--- src/rtl/adc_seq_pkg.sv ---
// Shared types for the ADC trigger sequencer.
// Assumes: nothing beyond IEEE 1800-2017.
package adc_seq_pkg;

    // Start source encoding; the value is the cfg_src field.
    typedef enum logic [1:0] {
        SRC_SOFT  = 2'd0,
        SRC_TMR_A = 2'd1,
        SRC_TMR_B = 2'd2,
        SRC_EXT   = 2'd3
    } start_src_e;

    // Phases of one conversion.
    typedef enum logic [1:0] {
        PH_IDLE   = 2'd0,
        PH_SAMPLE = 2'd1,
        PH_CONV   = 2'd2
    } sar_phase_e;

endpackage

--- src/rtl/adc_start_select.sv ---
// Chooses one of four start sources and issues a single-cycle start.
// The external pin is synchronised through SYNC_STAGES flops and
// edge-detected. A request is gated off while busy or shut down.
// Assumes: timer inputs are already synchronous single-cycle pulses;
// SYNC_STAGES >= 2.
module adc_start_select
    import adc_seq_pkg::*;
#(
    parameter int SYNC_STAGES = 2
) (
    input  logic       clk,
    input  logic       rst_n,
    input  start_src_e src,
    input  logic       enable,
    input  logic       busy,
    input  logic       sw_wr,
    input  logic       sw_wdata,
    input  logic       tmr_a,
    input  logic       tmr_b,
    input  logic       ext_pin,
    output logic       start_req
);

    localparam int LAST = SYNC_STAGES - 1;

    logic [LAST:0] sync_q;
    logic          ext_prev;
    logic          ext_rise;
    logic          selected;

    // Shift the external pin through the synchroniser chain.
    always_ff @(posedge clk) begin
        if (!rst_n) begin
            sync_q <= '0;
        end else begin
            sync_q <= {sync_q[LAST-1:0], ext_pin};
        end
    end

    // Keep the previous synchronised level for edge detection.
    always_ff @(posedge clk) begin
        if (!rst_n) begin
            ext_prev <= 1'b0;
        end else begin
            ext_prev <= sync_q[LAST];
        end
    end

    assign ext_rise = sync_q[LAST] & ~ext_prev;

    // Pick the request of the configured source.
    always_comb begin
        case (src)
            SRC_SOFT:  selected = sw_wr & sw_wdata;
            SRC_TMR_A: selected = tmr_a;
            SRC_TMR_B: selected = tmr_b;
            SRC_EXT:   selected = ext_rise;
            default:   selected = 1'b0;
        endcase
    end

    assign start_req = selected & enable & ~busy;

endmodule

--- src/rtl/adc_sar_engine.sv ---
// Successive-approximation search: one sample cycle, then one bit
// per clock from MSB to LSB. The trial bit is kept when cmp_in is 1.
// finish/final_code are valid combinationally on the last decision edge.
// Assumes: cmp_in is stable before each rising edge; enable low aborts.
module adc_sar_engine
    import adc_seq_pkg::*;
#(
    parameter int RES_BITS = 12
) (
    input  logic                clk,
    input  logic                rst_n,
    input  logic                enable,
    input  logic                start,
    input  logic                cmp_in,
    output logic                busy,
    output logic [RES_BITS-1:0] dac_code,
    output logic                finish,
    output logic [RES_BITS-1:0] final_code
);

    localparam int IDX_W   = (RES_BITS > 1) ? $clog2(RES_BITS) : 1;
    localparam int MSB_IDX = RES_BITS - 1;

    sar_phase_e          phase;
    logic [IDX_W-1:0]    bit_idx;
    logic [RES_BITS-1:0] trial;
    logic [RES_BITS-1:0] decided;
    logic [RES_BITS-1:0] next_trial;
    logic                last_bit;

    // Per-bit decision and next-trial logic.
    for (genvar b = 0; b < RES_BITS; b++) begin : g_bit
        assign decided[b] = (bit_idx == IDX_W'(b)) ? cmp_in : trial[b];
        if (b < MSB_IDX) begin : g_low
            assign next_trial[b] = (bit_idx == IDX_W'(b + 1)) ? 1'b1 : decided[b];
        end else begin : g_top
            assign next_trial[b] = decided[b];
        end
    end

    assign last_bit = (bit_idx == '0);

    // Phase sequencing and trial-code register.
    always_ff @(posedge clk) begin
        if (!rst_n) begin
            phase   <= PH_IDLE;
            bit_idx <= '0;
            trial   <= '0;
        end else if (!enable) begin
            phase   <= PH_IDLE;
            bit_idx <= '0;
            trial   <= '0;
        end else begin
            case (phase)
                PH_IDLE: begin
                    if (start) begin
                        phase <= PH_SAMPLE;
                    end
                end
                PH_SAMPLE: begin
                    phase   <= PH_CONV;
                    bit_idx <= IDX_W'(MSB_IDX);
                    trial   <= {1'b1, {(RES_BITS-1){1'b0}}};
                end
                PH_CONV: begin
                    if (last_bit) begin
                        phase <= PH_IDLE;
                        trial <= '0;
                    end else begin
                        bit_idx <= bit_idx - 1'b1;
                        trial   <= next_trial;
                    end
                end
                default: begin
                    phase <= PH_IDLE;
                    trial <= '0;
                end
            endcase
        end
    end

    assign busy       = (phase != PH_IDLE);
    assign dac_code   = trial;
    assign finish     = enable && (phase == PH_CONV) && last_bit;
    assign final_code = decided;

endmodule

--- src/rtl/adc_result_bytes.sv ---
// Holds the finished code as two bytes, low byte and zero-extended high.
// Assumes: RES_BITS between 9 and 16; load is a single-cycle pulse.
module adc_result_bytes #(
    parameter int RES_BITS = 12
) (
    input  logic                clk,
    input  logic                rst_n,
    input  logic                load,
    input  logic [RES_BITS-1:0] code,
    output logic [7:0]          res_lo,
    output logic [7:0]          res_hi
);

    localparam int WIDE = 16;

    logic [WIDE-1:0] code_wide;

    assign code_wide = WIDE'(code);

    // Capture the code only on completion.
    always_ff @(posedge clk) begin
        if (!rst_n) begin
            res_lo <= '0;
            res_hi <= '0;
        end else if (load) begin
            res_lo <= code_wide[7:0];
            res_hi <= code_wide[15:8];
        end
    end

endmodule

--- src/rtl/adc_status_flag.sv ---
// Sticky completion flag with interrupt masking. Set beats clear.
// Assumes: set and clr are synchronous pulses.
module adc_status_flag (
    input  logic clk,
    input  logic rst_n,
    input  logic set,
    input  logic clr,
    input  logic int_en,
    output logic done,
    output logic irq
);

    // Hold done until cleared; a set on the same edge wins.
    always_ff @(posedge clk) begin
        if (!rst_n) begin
            done <= 1'b0;
        end else if (set) begin
            done <= 1'b1;
        end else if (clr) begin
            done <= 1'b0;
        end
    end

    assign irq = done & int_en;

endmodule

--- src/rtl/adc_seq_ctrl.sv ---
// Top of the ADC trigger sequencer: source select, SAR search,
// result bytes and completion status.
// Assumes: clk is the SAR bit clock; the analog side answers cmp_in
// within one cycle of a dac_code change.
module adc_seq_ctrl
    import adc_seq_pkg::*;
#(
    parameter int RES_BITS    = 12,
    parameter int SYNC_STAGES = 2
) (
    input  logic                clk,
    input  logic                rst_n,
    input  logic                cfg_enable,
    input  logic [1:0]          cfg_src,
    input  logic                cfg_int_en,
    input  logic                sw_busy_wr,
    input  logic                sw_busy_wdata,
    input  logic                sw_done_clr,
    input  logic                tmr_a_ovf,
    input  logic                tmr_b_ovf,
    input  logic                ext_start,
    input  logic                cmp_in,
    output logic [RES_BITS-1:0] dac_code,
    output logic                busy,
    output logic                done,
    output logic [7:0]          res_lo,
    output logic [7:0]          res_hi,
    output logic                irq
);

    logic                start_req;
    logic                finish;
    logic [RES_BITS-1:0] final_code;

    adc_start_select #(
        .SYNC_STAGES(SYNC_STAGES)
    ) u_start (
        .clk       (clk),
        .rst_n     (rst_n),
        .src       (start_src_e'(cfg_src)),
        .enable    (cfg_enable),
        .busy      (busy),
        .sw_wr     (sw_busy_wr),
        .sw_wdata  (sw_busy_wdata),
        .tmr_a     (tmr_a_ovf),
        .tmr_b     (tmr_b_ovf),
        .ext_pin   (ext_start),
        .start_req (start_req)
    );

    adc_sar_engine #(
        .RES_BITS(RES_BITS)
    ) u_sar (
        .clk        (clk),
        .rst_n      (rst_n),
        .enable     (cfg_enable),
        .start      (start_req),
        .cmp_in     (cmp_in),
        .busy       (busy),
        .dac_code   (dac_code),
        .finish     (finish),
        .final_code (final_code)
    );

    adc_result_bytes #(
        .RES_BITS(RES_BITS)
    ) u_result (
        .clk    (clk),
        .rst_n  (rst_n),
        .load   (finish),
        .code   (final_code),
        .res_lo (res_lo),
        .res_hi (res_hi)
    );

    adc_status_flag u_status (
        .clk    (clk),
        .rst_n  (rst_n),
        .set    (finish),
        .clr    (sw_done_clr),
        .int_en (cfg_int_en),
        .done   (done),
        .irq    (irq)
    );

endmodule

--- config.mk ---
export PLATFORM = sky130hd
export DESIGN_NAME = adc_seq_ctrl
export DESIGN_NICKNAME = d
export VERILOG_FILES = /design/src/rtl/adc_seq_pkg.sv /design/src/rtl/adc_start_select.sv /design/src/rtl/adc_sar_engine.sv /design/src/rtl/adc_result_bytes.sv /design/src/rtl/adc_status_flag.sv /design/src/rtl/adc_seq_ctrl.sv
export SDC_FILE = /design/constraint.sdc
export NUM_CORES = 1
export LEC_CHECK = 0
export CORE_MARGIN = 8
export CORE_UTILIZATION = 53
export CTS_CLUSTER_SIZE = 30
export DETAILED_ROUTE_END_ITERATION = 16
export PLACE_DENSITY = 0.86
export SYNTH_ARGS = -nofsm -noshare
export SYNTH_HDL_FRONTEND = slang
export SYNTH_SLANG_ARGS = --single-unit
--- constraint.sdc ---
create_clock -name clk -period 5.3 [get_ports clk]
set_clock_uncertainty 0.15 [all_clocks]
set_input_delay 0.53 -clock clk [delete_from_list [all_inputs] [get_ports clk]]
set_output_delay 0.53 -clock clk [all_outputs]
set_load 0.01 [all_outputs]
# Word level (Yosys, flattened, before mapping)
# Index checks and enable logic that the tools add are counted.
# classes
n_addsub,1
mux,33
n_eq_ne,19
n_reduce_logical,11
n_bitwise,7
# op_table
cell,n
$pmux W12 S3,1
$mux W1,25
$eq A4 B3 Y1 const B,4
$eq A4 B4 Y1 const B,4
$mux W12,1
$eq A4 B2 Y1 const B,2
$pmux W4 S2,1
$eq A2 B2 Y1 const B,3
$pmux W2 S3,1
$reduce_and A2 Y1,3
$reduce_bool A2 Y1,3
$and A1 B1 Y1,5
$eq A2 B1 Y1 const B,2
$eq A4 B1 Y1 const B,1
$logic_not A2 Y1,2
$logic_not A4 Y1,1
$mux W2,2
$mux W4,1
$ne A2 B2 Y1 const B,2
$pmux W1 S4,1
$sub A4 B1 Y4 const B,1
$logic_and A1 B1 Y1,2
$ne A2 B1 Y1 const B,1
$not A1 Y1,2
# word_totals
output_inout_bits,31
reg_bits,34

# Depth between registers and ports, before layout
# logic_depth
ltp_word,7
ltp_mapped,7
mapped_depth_nobuf,6

# Hierarchy
# From an unflattened synthesis, not the netlist that was laid out.
# unflattened
hier_cells,215
area_unflattened_um2,1900.6
# modules_own_cells
mod,cells_per_inst,area_each_um2,instances,seq_area_each_um2
adc_sar_engine,155,1246.2,1,360.3
adc_result_bytes,43,484.2,1,240.2
adc_start_select,13,121.4,1,60.1
adc_status_flag,4,48.8,1,20.0

# Worst setup path before layout
# OpenSTA, ideal clock, no wires.
# synth_timing
path_kind,reg2reg
startpoint,register u_sar.bit_idx[0]
endpoint,register u_sar.trial[10] (netlist: u_sar.dac_code[10])
path_stages_with_launch,8
setup_time_ns,0.132
t_arrival_ns,1.537
path_slack_ns,3.481
cell_sequence,dfxtp_1 -> inv_1 -> ha_1 -> or3b_4 -> and4_4 -> buf_6 -> o211ai_1 -> a21oi_1
# synth_between
elab_chain_cells,5
word_cells_on_any_way,7
cone_classes,2 x eq/ne; 4 x mux; 1 x reduce/logical
# synth_rtl
element,line,source
start: declaration,adc_sar_engine.sv:25,logic [IDX_W-1:0] bit_idx;
start signal: assignment,adc_sar_engine.sv:62,bit_idx <= IDX_W'(MSB_IDX);
start signal: assignment,adc_sar_engine.sv:70,bit_idx <= bit_idx - 1'b1;
$eq A4 B4 Y1,adc_sar_engine.sv:33,assign decided[b] = (bit_idx == IDX_W'(b)) ? cmp_in : trial[b];
$mux W1,adc_sar_engine.sv:33,
$mux W1,adc_sar_engine.sv:35,assign next_trial[b] = (bit_idx == IDX_W'(b + 1)) ? 1'b1 : decided[b];
$mux W12 *,adc_sar_engine.sv:66,if (last_bit) begin
$pmux W12 S3 *,adc_sar_engine.sv:54,case (phase)
end signal: assignment,adc_sar_engine.sv:63,"trial <= {1'b1, {(RES_BITS-1){1'b0}}};"
end signal: assignment,adc_sar_engine.sv:71,trial <= next_trial;
end: declaration,adc_sar_engine.sv:26,logic [RES_BITS-1:0] trial;
# Every way passes the cells marked *; elsewhere a longest branch is shown, timed or not.
# A chain may end at the register's enable or synchronous reset.

# Final worst setup path
# layout_timing
startpoint,register u_sar.phase[0]
endpoint,output busy
# layout_between
elab_chain_cells,1
# layout_rtl
element,line,source
start: declaration,adc_sar_engine.sv:24,sar_phase_e phase;
start signal: assignment,adc_sar_engine.sv:46,phase <= PH_IDLE;
start signal: assignment,adc_sar_engine.sv:50,phase <= PH_IDLE;
start signal: assignment,adc_sar_engine.sv:57,phase <= PH_SAMPLE;
$reduce_bool A2 Y1,adc_sar_engine.sv:82,assign busy = (phase != PH_IDLE);
end: declaration,adc_seq_ctrl.sv:24,"output logic busy,"
# Every way passes these cells.

==> flow_summary_export.csv <==
group,metric,value,unit
outcome,status,"complete, no violations",
sta,tightestPinTransition,0.578,ns
logic_synthesis,synthDominantCellAreaShare,0.381,
place,dp_slack,2.97,ns
place,numPortBuffers,39,
routing,drt_wl_total,4.23,mm
floorplanning,rows,21,
final_layout,seqCellArea,681,um^2
grt,grt_start_max_net_pins,19,
final_layout,layout_commonest_cell,"nand2_1",
logic_synthesis,yosys.area.top_type,"dfxtp_1",
sta,fin_crit,2.73,ns
final_layout,final_cell_mix,"nand2_1, clkdlybuf4s50_1, dfxtp_1, nor2_1, a21oi_1",
worst_setup_path,worst_setup_path_start_kind,"flip-flop",
logic_synthesis,synthArstFlopShare,0,
logic_synthesis,syn_inst,220,
clock_tree,cts_resized,0,
min_path,whs_path_depth,1,
sta,slew_headroom,0.614,
sta,setup_violations,0,
worst_setup_path,max_stage_delay,0.54,ns
logic_synthesis,yosys_warnings,0,
clock_tree,root_buffer,"clkbuf_4",
clock_tree,ctsHtreeMaxLevel,2,
routing,drc,0,
clock_tree,cts_buffer_depth,2,
worst_setup_path,cpMostUsedCell,"inv_1",
clock_tree,clk_latency,0.35,ns
logic_synthesis,synth_seq_cells,34,
logic_synthesis,avgSynthCellArea,8.12,um^2
min_path,min_from,"u_start.sync_q[0]",
power,p_comb_frac,0.093,
worst_setup_path,cpMaxStageDelayCell,"ha_1",
final_layout,drive_above_1_share,0.0512,
place,gp_congestion,0.909,
final_layout,diodes,0,
min_path,min_to,"u_start.sync_q[1]",
sta,tns,0,ns
worst_setup_path,path_max_fanout,14,
place,dp_cells,292,
power,p_sw,114,uW
place,detailed_place_hpwl,3.07,mm
routing,dr.pass1.iters,4,
clock_tree,hold_buffers,0,
sta,hold_viol_final,0,
sta,clock.fmax,366,MHz
final_layout,final_nets,274,
final_layout,final_cell_count_no_fill,300,
floorplanning,die-area,5480,um^2
worst_setup_path,r2r_start,"u_sar.bit_idx[3]",
routing,vias,1626,
sta,setup_ws,2.57,ns
routing,wire_per_inst,14.1,um
logic_synthesis,netlist_top_cells_area,"dfxtp_1, nand2_1, ha_1",
grt,grt_antenna_before_repair,0,
floorplanning,core,3280,um^2
final_layout,multi_input_area,1000,um^2
logic_synthesis,yosysUniqueCellTypes,40,
worst_setup_path,critical_path_class,"flip-flop to output port",
routing,avgViaCountPerCell,5.42,
worst_setup_path,path_cells,"inv_1 -> ha_1 -> inv_1 -> clkdlybuf4s50_1",
routing,drtIter0Drc,113,
sta,whs,0.319,ns
grt,grt_pass1_wl,6.80,mm
worst_setup_path,end_kind,"output port",
power,switching_share,0.251,
power,pwr-share-clk,0.337,
logic_synthesis,ys.flop_type,"dfxtp_1",
logic_synthesis,ys_seq_area_frac,0.381,
logic_synthesis,synth_edf_count,0,
power,power_density,206,nW/um^2
floorplanning,die_height,74.0,um
power,p_int,341,uW
sta,final_max_slew_viol_count,0,
grt,grt_use_total,0.160,
worst_setup_path,reg2reg_to,"u_result.res_lo[3]",
worst_setup_path,worstPathArrival,2.05,ns
final_layout,area_growth,24.0,%
power,ir_worst_vdd,0.167,mV
clock_tree,path_clk_slew,0.11,ns
power,finalPower,456,uW
sta,rsz0062_at_grt,"false",
power,p_seq_frac,0.570,
clock_tree,cts_made_buffers,5,
grt,gr-total-overflow,0,
routing,ant_nets,0,
final_layout,n_fill_cell,290,
clock_tree,cts_tree,"built",
grt,grt_pass1_vias,1498,
worst_setup_path,r2r_slack,3.19,ns
worst_setup_path,rr_worst_depth,4,
min_path,hold_path.class,"flip-flop to flip-flop",
job,cap_violations,0,
clock_tree,postCtsSetupBuffers,0,
floorplanning,die_width,74.0,um
power,p_leak,0.743,nW
worst_setup_path,crit_required,4.62,ns
sta,post-route-period-util,0.515,
floorplanning,ios,44,
logic_synthesis,netlist_area,1790,um^2
floorplanning,initial_core_util,0.544,
clock_tree,clkSinkCount,34,
## final cells by class
class | instances | area share
clock inverters | 1 | 0.00226
repair buffers | 39 | 0.176
inverters | 6 | 0.0102
multi-input cells | 167 | 0.453
clock buffers | 7 | 0.0249
flip-flops and latches | 34 | 0.308
well taps | 46 | 0.0260
## synth_stat cells (4+ instances only)
library cell / n
inv_1: 6
nor2_1: 16
nor3_1: 7
a21oi_1: 15
a21boi_0: 12
nor2b_1: 6
and2_1: 5
dfxtp_1: 34
buf_4: 5
nand2_1: 43
clkbuf_1: 6
ha_1: 8
o211ai_1: 7
buf_2: 4
nor3b_1: 6
nand2b_1: 5
## routing by layer
metal  track usage  vias up  part of all wire
li1              -      813                 -
met1         0.170      753              0.42
met2         0.274       47              0.47
met3        0.0458       13             0.076
met4        0.0909        0             0.027
met5             0        -                 0
## kinds of logic (layout without fill, tap and decap cells)
kind of cell | count (synthesis) | count (layout) | share of synthesized area
buffers and inverters | 22 | 53 | 0.0638
XOR/XNOR | 1 | 1 | 0.00491
other | 1 | 4 | 0.00210
adder cells (fa/ha/maj) | 8 | 8 | 0.0561
AO/OA/AOI/OAI | 51 | 51 | 0.198
AND/OR/NAND/NOR | 99 | 99 | 0.271
flip-flops | 34 | 34 | 0.381
multiplexers | 4 | 4 | 0.0231
## power by group through the flow
stage / Combinational [mW] / Sequential (mW) / Clock (mW)
6_report: 0.0423 / 0.260 / 0.153
5_1_grt: 0.0465 / 0.260 / 0.163
3_5_place_dp: 0.0421 / 0.266 / 0
4_1_cts: 0.0422 / 0.260 / 0.154
2_1_floorplan: 0.0281 / 0.265 / 0
3_3_place_gp: 0.0410 / 0.265 / 0
## worst max path at each step
| stage | start | end | slack, ns | cells after the start |
|---|---|---|---|---|
| after floorplan | u_sar.bit_idx[0] | u_sar.dac_code[10] | 3.48 | 7 |
| after global placement | cfg_enable | u_result.res_lo[1] | 2.98 | 4 |
| after detailed placement | cfg_enable | u_result.res_lo[3] | 2.97 | 4 |
| after CTS | u_sar.phase[0] | busy | 2.58 | 4 |
| after global routing | u_sar.phase[1] | busy | 2.49 | 4 |
| final | u_sar.phase[0] | busy | 2.57 | 4 |
## through the flow
stage / cell area, um^2 / util
after global routing: 2210 / 0.674
final: 2210 / 0.674
after CTS: 2210 / 0.674
after global placement: 2150 / 0.656
after detailed placement: 2150 / 0.656
after floorplan: 1800 / -
## critical path, delay by kind of cell (launching register included)
kind | cells | cell delay [ns]
flip-flops | 1 | 0.34
buffers and inverters | 3 | 0.81
adder cells (fa/ha/maj) | 1 | 0.54
## state kept, by name (all words and copies together), names as in the netlist
signal	cells
u_result.res_hi	4
u_status.done	1
u_sar.dac_code	12
u_start.sync_q	2
u_start.ext_prev	1
u_result.res_lo	8
u_sar.phase	2
u_sar.bit_idx	4
Note: power is estimated with default switching activity, not from simulation.
